--- src/rtl/secded16_codec.sv ---
module secded16_codec (
  input  logic        clk,
  input  logic        rst_n,
  input  logic [15:0] wr_data,
  input  logic        wr_force_dbl,
  output logic [5:0]  wr_check,
  input  logic        rd_valid,
  input  logic [15:0] rd_data,
  input  logic [5:0]  rd_check,
  output logic        rsp_valid,
  output logic [15:0] rsp_data,
  output logic        rsp_single,
  output logic        rsp_double,
  output logic [5:0]  rsp_syndrome
);
  localparam int DW = 16;
  localparam int CW = 6;
  localparam logic [CW-1:0] ODD_SENSE  = 6'b001010;
  localparam logic [CW-1:0] FORCE_MASK = 6'b101000;
  localparam logic [CW-1:0] DCODE [DW] = '{
    6'o07, 6'o13, 6'o23, 6'o43, 6'o15, 6'o25, 6'o51, 6'o61,
    6'o16, 6'o46, 6'o32, 6'o62, 6'o34, 6'o54, 6'o64, 6'o70};

  function automatic logic [CW-1:0] fold(input logic [DW-1:0] d);
    logic [CW-1:0] p;
    p = '0;
    for (int i = 0; i < DW; i++)
      if (d[i]) p = p ^ DCODE[i];
    return p;
  endfunction

  function automatic logic [CW-1:0] rev(input logic [CW-1:0] c);
    logic [CW-1:0] r;
    for (int i = 0; i < CW; i++) r[i] = c[CW-1-i];
    return r;
  endfunction

  logic [CW-1:0] syn;
  logic          is_single, is_double;
  logic [DW-1:0] fix;

  assign wr_check  = rev(fold(wr_data) ^ ODD_SENSE) ^ (wr_force_dbl ? FORCE_MASK : '0);
  assign syn       = fold(rd_data) ^ ODD_SENSE ^ rev(rd_check);
  assign is_single = (syn != '0) &&  (^syn);
  assign is_double = (syn != '0) && !(^syn);

  for (genvar i = 0; i < DW; i++) begin : g_fix
    assign fix[i] = is_single && (syn == DCODE[i]);
  end

  always_ff @(posedge clk) begin
    if (!rst_n) begin
      rsp_valid    <= 1'b0;
      rsp_data     <= '0;
      rsp_single   <= 1'b0;
      rsp_double   <= 1'b0;
      rsp_syndrome <= '0;
    end else begin
      rsp_valid <= rd_valid;
      if (rd_valid) begin
        rsp_data     <= is_double ? rd_data : (rd_data ^ fix);
        rsp_single   <= is_single;
        rsp_double   <= is_double;
        rsp_syndrome <= syn;
      end
    end
  end

  p_strobe_to_valid_r8: assert property (@(posedge clk) disable iff (!rst_n)
    rd_valid |=> rsp_valid);

  p_hold_idle_r8: assert property (@(posedge clk) disable iff (!rst_n)
    !rd_valid |=> !rsp_valid && $stable(rsp_data) && $stable(rsp_syndrome));

  p_flags_exclusive_r7: assert property (@(posedge clk) disable iff (!rst_n)
    !(rsp_single && rsp_double));

  p_roundtrip_clean_r4: assert property (@(posedge clk) disable iff (!rst_n)
    rd_valid && !wr_force_dbl && rd_data == wr_data && rd_check == wr_check
    |=> rsp_syndrome == '0 && !rsp_single && !rsp_double && rsp_data == $past(rd_data));

  p_forced_double_r3: assert property (@(posedge clk) disable iff (!rst_n)
    rd_valid && wr_force_dbl && rd_data == wr_data && rd_check == wr_check
    |=> rsp_double && rsp_syndrome == 6'o05);
endmodule

--- config.mk ---
export PLATFORM = sky130hd
export DESIGN_NAME = secded16_codec
export DESIGN_NICKNAME = d
export VERILOG_FILES = /design/src/rtl/secded16_codec.sv
export SDC_FILE = /design/constraint.sdc
export NUM_CORES = 1
export LEC_CHECK = 0
export CAP_MARGIN = 30
export CORE_MARGIN = 1
export CORE_UTILIZATION = 45
export DETAILED_ROUTE_END_ITERATION = 6
export DONT_BUFFER_PORTS = 1
export GPL_ROUTABILITY_DRIVEN = 0
export PLACE_DENSITY = 0.64
export SLEW_MARGIN = 0
export SYNTH_ARGS = -nofsm -noshare
export SYNTH_HDL_FRONTEND = slang
export SYNTH_SLANG_ARGS = --single-unit
export TNS_END_PERCENT = 50
--- constraint.sdc ---
create_clock -name clk -period 3.7 [get_ports clk]
set_clock_uncertainty 0.15 [all_clocks]
set_input_delay 0.37 -clock clk [delete_from_list [all_inputs] [get_ports clk]]
set_output_delay 0.37 -clock clk [all_outputs]
set_load 0.05 [all_outputs]
==> results.toml <==
[cts]
cts-htree-levels = 1
cts_tree = "done"
cts.sinks = 25
clock_latency_ps = 280
cts_buffer_depth = 2
cts_setup_buffers = 0
postCtsResizedCells = 0
cts-hold-fix-buffers = 0
clk_root_buffer_cell = "clkbuf_8"
clk_pin_slew_worst_paths_ps = 100
cts_buffers = 3

[grt]
grt_overflow_total = 0
grt_max_degree = 42
antenna_found_initial = 0
grt_pass1_wl_mm = 8.30
grt_use_total_pct = 21.3
grt_pass1_vias = 1640

[yosys]
synth_warnings = 0
synth.distinct_cells = 40
ys_ff_latch = 25
syn_area_um2 = 2130
syn_area_per_cell_um2 = 9.18
syn-num-nets = 276
yosysSeqAreaShare_pct = 23.5
synth_cells = 232

[setup_path]
r2r_setup_slack_ps = 2450
path_delay_family = "XOR/XNOR gates"
setup.worst_path.end_class = "register"
crit_fanout = 8
cpPeakStageDelay_ps = 580
rr_endpoint = "rsp_data[1]$_SDFFE_PN0P_"
crit_buf_inv = 0
critPathArrivalTime_ps = 3140
crit_chain = "xor2_1 > xnor2_1 > xor2_1 > ha_1 > xnor2_1 > nand4_1 > and2_4 > or4_1 > a31oi_1"
r2r-start = "rsp_data[1]$_SDFFE_PN0P_"
critPathKind = "input port to register"
cp_slowest_cell = "xnor2_1"
start_kind = "input port"
rr_worst_depth = 2
required_ps = 3750

[drt]
remaining_drc_errors = 14
vias = 1745
wl_per_cell_um = 17.9
postRouteAntennaNets = 0
drt_iter0_markers = 122
wirelength_mm = 5.15
routed_via_density = 6.06
firstDrtPassIters = 6

[job]
maxCapViolCount = 0

[timing]
hold_viol_final = 0
fin_crit_sh_pct = 83.6
setup_tns_ps = 0
fmax_ghz = 0.323
tightest_slew_ps = 768
setup_viol = 0
rsz0062_at_grt = "no"
fin_crit_ps = 3090
fin_hold_ws_ps = 25.8
slew_viol_final = 0
slew_headroom_pct = 48.8

[cells_and_area]
drive_above_1_share_pct = 9.75
design_area_um2 = 2270
area_delta_synth_final_pct = 6.40
multi_input_area_um2 = 1600
final-seq-area_um2 = 500
antenna_cells = 0
nNetsFinal = 281
fill_cells = 438

[pwr]
power_mw = 1.40
ir_drop_uv = 263
leakage_nw = 0.765
power.density_nw_per_um2 = 617

[die]
die_w_um = 70.8
fp-row-count = 24
dieArea_um2 = 5010
die_h_um = 70.8
io_pins = 73
initial_core_util_pct = 47.9
core_region_area_um2 = 4440

[placed_design]
io_buffers = 0
place_area_um2 = 2220
dp_hpwl_mm = 4.11

[min_path]
hold_end = "rsp_data[10]$_SDFFE_PN0P_"
hold_depth = 1
hp-class = "input port to register"
hold_path_startpoint = "rd_valid"

[run_status]
status = "finished, violations left"
violations = "DRC"
[cell type report]
type,instances,share of cell area [%]
inverters,3,0.497
clock buffers,3,1.82
well taps,52,2.87
flip-flops and latches,25,22.1
multi-input cells,198,70.4
clock inverters,1,0.331
repair buffers,6,1.99
[Yosys cell counts]
| master | instances | share of area, % |
|---|---|---|
| a211oi_1 | 1 | 0.35 |
| a21boi_0 | 1 | 0.35 |
| a21oi_1 | 2 | 0.47 |
| a31oi_1 | 15 | 4.4 |
| a32o_1 | 2 | 0.94 |
| and2_1 | 1 | 0.29 |
| and2_4 | 1 | 0.41 |
| and3_1 | 3 | 0.88 |
| clkbuf_1 | 6 | 1.1 |
| dfxtp_1 | 25 | 24 |
| ha_1 | 2 | 1.2 |
| inv_1 | 3 | 0.53 |
| mux2_2 | 1 | 0.53 |
| mux2i_1 | 1 | 0.47 |
| nand2_1 | 3 | 0.53 |
| nand3_1 | 1 | 0.23 |
| nand4_1 | 2 | 0.59 |
| nor2_1 | 12 | 2.1 |
| nor2_2 | 1 | 0.29 |
| nor2b_1 | 5 | 1.5 |
| nor3_1 | 7 | 1.6 |
| nor3b_1 | 7 | 2.5 |
| nor4_1 | 1 | 0.29 |
| nor4_4 | 1 | 1.0 |
| o21a_1 | 2 | 0.70 |
| o21ai_0 | 18 | 4.2 |
| o21ai_1 | 1 | 0.23 |
| o21ai_2 | 1 | 0.41 |
| o22ai_1 | 1 | 0.29 |
| o31ai_1 | 13 | 4.6 |
| or3_1 | 3 | 0.88 |
| or4_1 | 13 | 4.6 |
| xnor2_1 | 48 | 20 |
| xnor2_2 | 4 | 3.1 |
| xnor2_4 | 1 | 1.3 |
| xnor3_1 | 3 | 3.2 |
| xor2_1 | 16 | 6.6 |
| xor2_2 | 1 | 0.76 |
| xor3_1 | 1 | 1.1 |
| xor3_2 | 2 | 2.4 |
[where the power goes]
part | switching (mW) | internal [mW]
registers | 0.127 | 0.301
logic | 0.497 | 0.303
clock network | 0.0933 | 0.0764
[cells in the final DEF (no fill, tap or decap), types with 2 or more instances in the layout]
| cell | Yosys | final |
|---|---|---|
| a21oi_1 | 2 | 2 |
| a31oi_1 | 15 | 15 |
| a32o_1 | 2 | 2 |
| and3_1 | 3 | 3 |
| buf_4 | 0 | 6 |
| clkbuf_8 | 0 | 3 |
| dfxtp_1 | 25 | 25 |
| ha_1 | 2 | 2 |
| inv_1 | 3 | 3 |
| nand2_1 | 3 | 3 |
| nand4_1 | 2 | 2 |
| nor2_1 | 12 | 12 |
| nor2b_1 | 5 | 5 |
| nor3_1 | 7 | 7 |
| nor3b_1 | 7 | 7 |
| o21a_1 | 2 | 2 |
| o21ai_0 | 18 | 18 |
| o31ai_1 | 13 | 13 |
| or3_1 | 3 | 3 |
| or4_1 | 13 | 13 |
| xnor2_1 | 48 | 48 |
| xnor2_2 | 4 | 4 |
| xnor3_1 | 3 | 3 |
| xor2_1 | 16 | 16 |
| xor3_2 | 2 | 2 |
[stage by stage]
step | utilization (%) | setup WS [ps] | std cells
2_1_floorplan | - | 589 | 232
3_3_place_gp | 49.5 | 404 | 282
3_5_place_dp | 49.9 | 382 | 284
4_1_cts | 51.0 | 641 | 288
5_1_grt | 51.0 | 332 | 288
6_report | 51.0 | 606 | 288
[worst max-delay path by stage]
| stage | startpoint | end | cells past startpoint |
|---|---|---|---|
| finish | rd_data[12] | rsp_data[5]$_SDFFE_PN0P_ | 9 |
| global route | rd_data[12] | rsp_data[5]$_SDFFE_PN0P_ | 9 |
| CTS | rd_data[1] | rsp_data[5]$_SDFFE_PN0P_ | 9 |
| detailed placement | rd_data[1] | rsp_data[5]$_SDFFE_PN0P_ | 9 |
| global placement | rd_data[1] | rsp_data[5]$_SDFFE_PN0P_ | 9 |
| floorplan | rd_data[1] | rsp_data[5]$_SDFFE_PN0P_ | 9 |
[registers in the layout (all words and copies together) (netlist names)]
| signal | flops |
|---|---|
| rsp_single | 1 |
| rsp_valid | 1 |
| rsp_syndrome | 6 |
| rsp_double | 1 |
| rsp_data | 16 |
[layer usage]
metal  GRT usage [%]  share of wire (%)  vias up  routed length (µm)
met3            4.70                7.4        6                 382
met2            34.4                 45       61                2340
met5               0                  0        -                   0
met4            6.00                1.4        0                  71
met1            28.7                 46      816                2360
li1                -                  -      862                   -
[kinds of logic (layout without fill, tap and decap cells)]
family,after synthesis,in the layout,share of synthesized area [%]
xor+xnor,76,76,38.1
flops,25,25,23.5
simple gates,61,61,17.7
fa+ha+maj,2,2,1.17
buf+inv,9,13,1.59
mux,2,2,0.999
compound gates,57,57,17.0
Note: power is estimated with default switching activity, not from simulation.
